$ cat src/rtl/clksw_pkg.sv
package clksw_pkg;

  // number of redundant inputs handled by the controller
  localparam int NUM_SRC = 2;

  // how the selection register is loaded in a given cycle
  typedef enum logic [1:0] {
    MODE_FOLLOW_PIN = 2'd0,
    MODE_FAILOVER   = 2'd1,
    MODE_HOLD       = 2'd2
  } sel_mode_e;

  // counter width that can hold max_val
  function automatic int cnt_width(input int max_val);
    return (max_val < 2) ? 1 : $clog2(max_val + 1);
  endfunction

endpackage

$ cat src/rtl/clksw_sync.sv
// multi-flop synchronizer into the reference domain
module clksw_sync #(
  parameter int STAGES = 2
) (
  input  logic clk,
  input  logic rst,
  input  logic d_i,
  output logic q_o
);

  localparam int N = (STAGES < 2) ? 2 : STAGES;

  logic [N-1:0] chain_q;

  always_ff @(posedge clk) begin
    if (rst) chain_q <= '0;
    else     chain_q <= {chain_q[N-2:0], d_i};
  end

  assign q_o = chain_q[N-1];

endmodule

$ cat src/rtl/clksw_activity_mon.sv
// watches one input: any level change restarts a saturating idle counter
module clksw_activity_mon import clksw_pkg::*; #(
  parameter int PERIOD_CYC  = 8,
  parameter int MARGIN_CYC  = 2,
  parameter int SYNC_STAGES = 2
) (
  input  logic clk,
  input  logic rst,
  input  logic mon_i,
  output logic dead_o
);

  localparam int LIMIT = PERIOD_CYC + MARGIN_CYC;
  localparam int SAT   = LIMIT + 1;
  localparam int CNT_W = cnt_width(SAT);
  localparam logic [CNT_W-1:0] SAT_V = CNT_W'(SAT);
  localparam logic [CNT_W-1:0] ONE_V = CNT_W'(1);

  logic             synced;
  logic             prev_q;
  logic             toggled;
  logic [CNT_W-1:0] idle_q;

  clksw_sync #(.STAGES(SYNC_STAGES)) sync_i (
    .clk (clk),
    .rst (rst),
    .d_i (mon_i),
    .q_o (synced)
  );

  always_ff @(posedge clk) begin
    if (rst) prev_q <= 1'b0;
    else     prev_q <= synced;
  end

  // rising and falling edges both count as activity
  assign toggled = synced ^ prev_q;

  always_ff @(posedge clk) begin
    if (rst)                 idle_q <= '0;
    else if (toggled)        idle_q <= '0;
    else if (idle_q != SAT_V) idle_q <= idle_q + ONE_V;
  end

  // saturated count means more than LIMIT idle cycles
  assign dead_o = (idle_q == SAT_V);

endmodule

$ cat src/rtl/clksw_flag_bank.sv
// one sticky failure flag per input
module clksw_flag_bank import clksw_pkg::*; (
  input  logic               clk,
  input  logic               rst,
  input  logic               alarm_clr,
  input  logic [NUM_SRC-1:0] dead_i,
  output logic [NUM_SRC-1:0] bad_o
);

  logic [NUM_SRC-1:0] bad_q;

  for (genvar g = 0; g < NUM_SRC; g++) begin : g_flag
    always_ff @(posedge clk) begin
      if (rst || alarm_clr) bad_q[g] <= 1'b0;
      else if (dead_i[g])   bad_q[g] <= 1'b1;
    end
  end

  assign bad_o = bad_q;

endmodule

$ cat src/rtl/clksw_selector.sv
// selection register with failover, manual follow and hold
module clksw_selector import clksw_pkg::*; (
  input  logic               clk,
  input  logic               rst,
  input  logic               pri_sel,
  input  logic               man_ovr,
  input  logic               alarm_clr,
  input  logic [NUM_SRC-1:0] bad_i,
  output logic               sel_o
);

  sel_mode_e mode;
  logic      sel_q;
  logic      sel_d;
  logic      cur_bad;
  logic      alt_bad;

  assign cur_bad = bad_i[sel_q];
  assign alt_bad = bad_i[~sel_q];

  always_comb begin
    if (alarm_clr || man_ovr)   mode = MODE_FOLLOW_PIN;
    else if (cur_bad && !alt_bad) mode = MODE_FAILOVER;
    else                        mode = MODE_HOLD;

    case (mode)
      MODE_FOLLOW_PIN: sel_d = pri_sel;
      MODE_FAILOVER:   sel_d = ~sel_q;
      default:         sel_d = sel_q;
    endcase
  end

  always_ff @(posedge clk) begin
    if (rst) sel_q <= pri_sel;
    else     sel_q <= sel_d;
  end

  assign sel_o = sel_q;

endmodule

$ cat src/rtl/clksw_ctrl.sv
// top: two activity monitors, sticky flags, selection register
module clksw_ctrl import clksw_pkg::*; #(
  parameter int PERIOD_CYC  = 8,
  parameter int MARGIN_CYC  = 2,
  parameter int SYNC_STAGES = 2
) (
  input  logic               clk,
  input  logic               rst,
  input  logic [NUM_SRC-1:0] src_clk,
  input  logic               pri_sel,
  input  logic               man_ovr,
  input  logic               alarm_clr,
  output logic [NUM_SRC-1:0] bad_flag,
  output logic               sel_src
);

  logic [NUM_SRC-1:0] dead;
  logic [NUM_SRC-1:0] bad;

  for (genvar g = 0; g < NUM_SRC; g++) begin : g_mon
    clksw_activity_mon #(
      .PERIOD_CYC  (PERIOD_CYC),
      .MARGIN_CYC  (MARGIN_CYC),
      .SYNC_STAGES (SYNC_STAGES)
    ) mon_i (
      .clk    (clk),
      .rst    (rst),
      .mon_i  (src_clk[g]),
      .dead_o (dead[g])
    );
  end

  clksw_flag_bank flags_i (
    .clk       (clk),
    .rst       (rst),
    .alarm_clr (alarm_clr),
    .dead_i    (dead),
    .bad_o     (bad)
  );

  clksw_selector sel_i (
    .clk       (clk),
    .rst       (rst),
    .pri_sel   (pri_sel),
    .man_ovr   (man_ovr),
    .alarm_clr (alarm_clr),
    .bad_i     (bad),
    .sel_o     (sel_src)
  );

  assign bad_flag = bad;

endmodule

$ cat config.mk
export PLATFORM = sky130hd
export DESIGN_NAME = clksw_ctrl
export DESIGN_NICKNAME = d
export VERILOG_FILES = /design/src/rtl/clksw_pkg.sv /design/src/rtl/clksw_sync.sv /design/src/rtl/clksw_activity_mon.sv /design/src/rtl/clksw_flag_bank.sv /design/src/rtl/clksw_selector.sv /design/src/rtl/clksw_ctrl.sv
export SDC_FILE = /design/constraint.sdc
export NUM_CORES = 1
export LEC_CHECK = 0
export ABC_CLOCK_PERIOD_IN_PS = 1800
export CORE_AREA = 5 5 42 44
export CTS_CLUSTER_SIZE = 14
export DETAILED_ROUTE_END_ITERATION = 10
export DIE_AREA = 0 0 47 49
export HOLD_SLACK_MARGIN = 0.15
export PLACE_DENSITY = 0.76
export SLEW_MARGIN = 20
export SYNTH_ARGS = -nofsm -noshare
export SYNTH_HDL_FRONTEND = slang
export SYNTH_SLANG_ARGS = --single-unit
$ cat constraint.sdc
create_clock -name clk -period 1.8 [get_ports clk]
set_input_delay 0.27 -clock clk [delete_from_list [all_inputs] [get_ports clk]]
set_output_delay 0.27 -clock clk [all_outputs]
set_load 0.005 [all_outputs]
==> results of run 1 <==
## per-layer routing
| layer | track usage | vias up |
|---|---|---|
| met4 | 0.0553 | 0 |
| met1 | 0.144 | 202 |
| li1 | - | 240 |
| met5 | 0 | - |
| met2 | 0.140 | 10 |
| met3 | 0.0332 | 0 |
## state kept, by name (all words and copies together), names as in the netlist
signal                      count
sel_i.sel_o                     1
g_mon.mon_i.prev_q              2
g_mon.mon_i.sync_i.chain_q      4
g_mon.mon_i.idle_q              8
flags_i.bad_o                   2
## cell usage after synthesis
library cell and n:
dfxtp_1 16, nor2_1 12, nor2b_1 6, mux2i_1 4
xnor2_1 4, a211oi_1 3, ha_1 2, inv_1 2
nand2b_1 2, nand3_1 2, nand3b_4 2, xor2_1 2
a21oi_1 1, and3_1 1, buf_2 1, edfxtp_1 1
nand2_1 1, nand3b_1 1, nor3_2 1
## cell families (layout without fill, tap and decap cells)
family | Yosys count | count (layout) | share of synthesized area
AO/OA/AOI/OAI | 4 | 4 | 0.0404
XOR/XNOR | 6 | 6 | 0.0772
adder cells (fa/ha/maj) | 2 | 2 | 0.0368
buffers and inverters | 3 | 16 | 0.0184
flip-flops | 17 | 17 | 0.515
multiplexers | 4 | 4 | 0.0588
AND/OR/NAND/NOR | 28 | 28 | 0.254
## layout make-up
cell class | instances | area (um^2)
inverter | 2 | 7.51
clock buffer | 3 | 22.5
clock inverter | 1 | 5.00
timing repair buffer | 10 | 97.6
sequential | 17 | 350
fill | 130 | 581
multi-input combinational | 44 | 318
tap | 16 | 20.0
## how the worst max path moves through the flow
stage / end / cells after the start
after global routing: bad_flag[1] / 1
after CTS: bad_flag[1] / 1
after global placement: sel_i.sel_o$_DFFE_PP_ / 4
after floorplan: sel_i.sel_o$_DFFE_PP_ / 2
after detailed placement: sel_i.sel_o$_DFFE_PP_ / 4
final: bad_flag[1] / 1
## cells in the final DEF (no fill, tap or decap)
cell type	instances
ha_1	2
nand2b_1	2
mux2i_1	4
nand3_1	2
a211oi_1	3
nor2b_1	6
clkdlybuf4s50_1	9
edfxtp_1	1
clkinv_2	1
nor2_1	12
nor3_2	1
nand2_1	1
nand3b_4	2
dfxtp_1	16
xnor2_1	4
buf_4	1
and3_1	1
a21oi_1	1
xor2_1	2
clkbuf_4	3
nand3b_1	1
inv_1	2
## report_power, final
part	internal, uW	switching [uW]	total, uW	leakage, uW
sequential	398	12.8	411	0.000142
clock	82.5	117	199	0.0000177
combinational	39.0	26.4	65.4	0.000226
## metrics by stage
stage	cell area [um^2]	worst slack (ns)	power [uW]	hold slack, ns	util
floorplan	681	0.806	458	0.343	-
global placement	793	0.441	482	0.418	0.566
detailed placement	793	0.390	485	0.430	0.566
CTS	821	0.307	687	0.444	0.586
global route	821	0.268	717	0.463	0.586
finish	821	0.333	676	0.438	0.586
==> impl_results.md, run 1 <==
- Slew Limit Headroom: 0.845
- Reg2reg setup slack: roughly 0.73 ns
- Syn Nets: 73
- Deepest clock path buffer count: 2
- DR top layer: met3
- WL met3: 76 um
- Largest net degree at the start of global routing: 11
- CTS root buf: clkbuf_4
- Number of remaining DRC errors: 0
- RSZ-0062 raised after global routing: no
- Iteration-0 DRC Markers: 8
- CTS tree: built
- Nets: 87
- Cell accounting for the most synthesized area: dfxtp_1
- Worst Path Buf+Inv: 1
- Setup crit end kind: output pin
- Cells after DPL: 89
- Inserted Clock Buffers: 3
- Met1 wire length: 527 um
- WHS Path Cells: 1
- Post-CTS Setup Repair Bufs: 0
- FF-to-FF End: flags_i.bad_o[0]$_SDFFE_PP0N_
- # port buffers: 9
- First-pass GRT wire length: 1730 um
- Avg WL per Cell: ~11 um
- Setup violators final: 0
- Die width: 47 um
- Synth Instances: 64
- Reg-to-Reg Start: g_mon[0].mon_i.idle_q[0]$_SDFFE_PP0P_
- Post-synth cell types: 19
- Power per standard cell area: just over 800 mW/mm^2
- WP data required: 1.53 ns
- Crit Path Max Fanout: 4
- Wire length on met2: roughly 420 um
- Slowest CP cell: clkdlybuf4s50_1
- Num rows: 14
- Via count: 452
- Initial Util: 0.486
- Final Hold Fails: 0
- CTS Sinks: 17
- Top Ports: 10
- Total GRT Usage: 0.104
- Synthesis Warnings: 0
- Leakage: 0.000386 uW
- Clock slew at reported path FFs: approximately 0.10 ns
- Hold path start: g_mon[0].mon_i.sync_i.chain_q[0]$_SDFF_PP0_
- Initial antenna violation count: 0
- DRT antenna net count: 0
- Sequential element share of the synthesized area: 0.515
- Seq cells post-synth: 17
- Hold/Removal Path Class: register to register
- Avg Inst Size Synth: 10.6 um^2
- Post-DR vias/cell: 4.86
- Crit path max-delay family: buffers and inverters
- H-tree Lvls: 1
- Die Span Y: just under 50 um
- Dpl hpwl: 784 um
- Peak supply drop: 537 uV
- Max Cap Viol: 0
- Worst-Margin Slew: 0.231 ns
- GRT overflow: 0
- FMAX: 682 MHz
- Hold_buf cts: 0
- Core region area: 0.00140 mm^2
- Final Max Slew Viols: 0
- Final non-filler cell total: 93
- Slowest stage delay, CP: 0.53 ns
- Layout cells sized above 1: 0.104
- Crit path time final: 1.47 ns
- Critical path, cell by cell: clkdlybuf4s50_1
- Worst-Skew Late Latency: just under 0.3 ns
- Cell Area, Synth: 681 um^2
- Fin crit share: 0.815
- Final GP Congestion: 0.731
- Critical path type: register to output pin
- First drt pass iteration count: 4
- Syn-to-layout area delta: 20.6%
- Vias in the first global route: 406
- Post-cts resize count: 0
- Synth top area share: 0.471
- Status: finished clean
- Top post-synthesis cells by area: dfxtp_1, nor2_1, mux2i_1
- Worst hold endpoint: g_mon[0].mon_i.sync_i.chain_q[1]$_SDFF_PP0_
- Setup TNS: 0 ns
- Crit path launch: flags_i.bad_o[1]$_SDFFE_PP0N_
- Crit path DAT: 1.20 ns
- Full die area: 0.00230 mm^2
- Setup crit start kind: register
- DRT Wirelength: 1020 um
- Antenna Cells: 0
- Final Skew: about 0.0074 ns
- Worst reg-to-reg path cell count: 3
(Power assumes the default switching activity.)
==> inputs of run 2 (changes only) <==
--- a/config.mk
+++ b/config.mk
@@ -5,13 +5,13 @@
 export SDC_FILE = /design/constraint.sdc
 export NUM_CORES = 1
 export LEC_CHECK = 0
-export ABC_CLOCK_PERIOD_IN_PS = 1800
-export CORE_AREA = 5 5 42 44
+export ABC_CLOCK_PERIOD_IN_PS = 1300
+export CORE_MARGIN = 5
+export CORE_UTILIZATION = 45
 export CTS_CLUSTER_SIZE = 14
 export DETAILED_ROUTE_END_ITERATION = 10
-export DIE_AREA = 0 0 47 49
 export HOLD_SLACK_MARGIN = 0.15
-export PLACE_DENSITY = 0.76
+export PLACE_DENSITY = 0.71
 export SLEW_MARGIN = 20
 export SYNTH_ARGS = -nofsm -noshare
 export SYNTH_HDL_FRONTEND = slang
==> constraint.sdc (replaced) <==
create_clock -name clk -period 1.3 [get_ports clk]
set_input_delay 0.195 -clock clk [delete_from_list [all_inputs] [get_ports clk]]
set_output_delay 0.195 -clock clk [all_outputs]
set_load 0.005 [all_outputs]
==> run 2 against run 1 <==
Effect of this change:
- flip-flop and latch count unchanged
- critical path depth unchanged
- die area rose by 3.8%
- highest routed layer is now met4
- clock skew decreased by 0.0058 ns
- global-route usage rose by 0.089 points
- total power rose by 38%
- clock power is 34% higher
- first-iteration DRC count down 50%
==> impl_results.md, run 2 (synthesis results as in run 1) <==
- Largest net degree at the start of global routing: 11
- Vias in the first global route: 490
- Crit path time final: 1.15 ns
- Number of remaining DRC errors: 0
- Dpl hpwl: 791 um
- Peak supply drop: 480 uV
- Worst Path Buf+Inv: 1
- DRT Wirelength: 1040 um
- CTS Sinks: 17
- Critical path type: register to output pin
- P_sw: slightly above 200 uW
- Slew Limit Headroom: 0.848
- GRT overflow: 0
- DRT antenna net count: 0
- Die Span Y: 48.9 um
- Internal: 728 uW
- CTS tree: built
- Crit path DAT: 0.95 ns
- Placed cell areas: 801 um^2
- DR top layer: met4
- Die width: 48.9 um
- Wire length on met2: 407 um
- Via count: 462
- Num rows: 14
- Commonest non-fill, non-tap cells in the layout: dfxtp_1, nor2_1, nor2b_1, clkdlybuf4s50_1
- WHS: approximately 0.45 ns
- Antenna Cells: 0
- Largest register FFs: 8
- First drt pass iteration count: 4
- Hold path start: g_mon[0].mon_i.sync_i.chain_q[0]$_SDFF_PP0_
- # port buffers: 9
- Post-DR vias/cell: 4.81
- Slowest stage delay, CP: around 0.4 ns
- Setup crit start kind: register
- Setup violators final: 0
- Crit Path Max Fanout: 2
- Slowest CP cell: edfxtp_1
- Setup crit end kind: output pin
- Fin crit share: 0.882
- WL met3: 52 um
- Nets: 90
- RSZ-0062 raised after global routing: no
- Initial antenna violation count: 0
- Total GRT Usage: 0.105
- Total power draw: 933 uW
- Layout cells sized above 1: 0.150
- Avg WL per Cell: 10.8 um
- Flop pwr share: 0.609
- Deepest clock path buffer count: 2
- Worst-Skew Late Latency: 0.28 ns
- Final Skew: 0.00159 ns
- Syn-to-layout area delta: 23.5%
- Full die area: 0.00239 mm^2
- Finished Cell Area: 841 um^2
- Clock share of power: 0.287
- H-tree Lvls: 1
- Comb power frac: 0.105
- Sw frac: 0.220
- Met1 wire length: ~570 um
- Largest register by flop count: g_mon.mon_i.idle_q
- Worst hold endpoint: g_mon[0].mon_i.sync_i.chain_q[1]$_SDFF_PP0_
- Initial Util: 0.463
- Critical path, cell by cell: dlygate4sd2_1
- Max Cap Viol: 0
- Leading cell type in the layout, fill and taps excluded: dfxtp_1
- Worst reg-to-reg path cell count: 3
- Worst-Margin Slew: between 0.2 and 0.25 ns
- Power per standard cell area: 1110 mW/mm^2
- FF-to-FF End: sel_i.sel_o$_DFFE_PP_
- Leakage: 0.000412 uW
- Hold/Removal Path Class: register to register
- Final Max Slew Viols: 0
- Top Registers: g_mon.mon_i.idle_q x8, g_mon.mon_i.sync_i.chain_q x4
- Clock slew at reported path FFs: approximately 0.090 ns
- Hold_buf cts: 0
- FMAX: roughly 870 MHz
- Final GP Congestion: 0.700
- First-pass GRT wire length: ~2000 um
- Reg-to-Reg Start: sel_i.sel_o$_DFFE_PP_
- CTS root buf: clkbuf_4
- WHS Path Cells: 1
- Inserted Clock Buffers: 3
- Core region area: around 0.0015 mm^2
- Top Ports: 10
- Iteration-0 DRC Markers: 4
- WP data required: 1.11 ns
- Crit path max-delay family: flip-flops
- Reg2reg setup slack: around 0.17 ns
- Final Hold Fails: 0
- Status: finished clean
## run 2: cell type report
class / count / area (um^2)
Clock buffer: 4 / 26.3
Fill cell: 137 / 631
Inverter: 2 / 7.51
Multi-Input combinational cell: 44 / 318
Sequential cell: 17 / 353
Tap cell: 16 / 20.0
Timing Repair Buffer: 13 / 116
## run 2: worst max path at each step
stage / end / depth (start not counted) / start
floorplan: sel_i.sel_o$_DFFE_PP_ / 2 / sel_i.sel_o$_DFFE_PP_
global placement: sel_i.sel_o$_DFFE_PP_ / 4 / alarm_clr
detailed placement: sel_i.sel_o$_DFFE_PP_ / 4 / alarm_clr
CTS: sel_src / 1 / sel_i.sel_o$_DFFE_PP_
global route: sel_src / 1 / sel_i.sel_o$_DFFE_PP_
finish: sel_src / 1 / sel_i.sel_o$_DFFE_PP_
## run 2: what timing repair did
| action | in CTS | in global routing |
|---|---|---|
| setup endpoints to repair | 3 | 0 |
| resized for setup | 5 | 0 |
| endpoints found under the hold margin | 0 | 0 |
| buffers inserted | 2 | 0 |
## run 2: power groups by stage
| stage | clock [uW] | combinational, uW | sequential, uW |
|---|---|---|---|
| floorplan | 0 | 56.7 | 578 |
| global placement | 0 | 91.2 | 580 |
| detailed placement | 0 | 95.8 | 581 |
| CTS | 288 | 99.0 | 568 |
| global route | 308 | 113 | 572 |
| finish | 267 | 97.5 | 568 |
## run 2: metal layers
layer  up-vias  global-route usage
li1        244                   -
met5         -                   0
met3         2              0.0336
met2        10               0.154
met4         0              0.0538
met1       206               0.137
## run 2: stage by stage
stage               std cells   util  worst slack (ns)  TNS (ns)
floorplan                  64      -             0.306         0
global placement           90  0.544            0.0411         0
detailed placement         90  0.544           -0.0311   -0.0311
CTS                        96  0.571             0.143         0
global route               96  0.571            0.0759         0
finish                     96  0.571             0.153         0
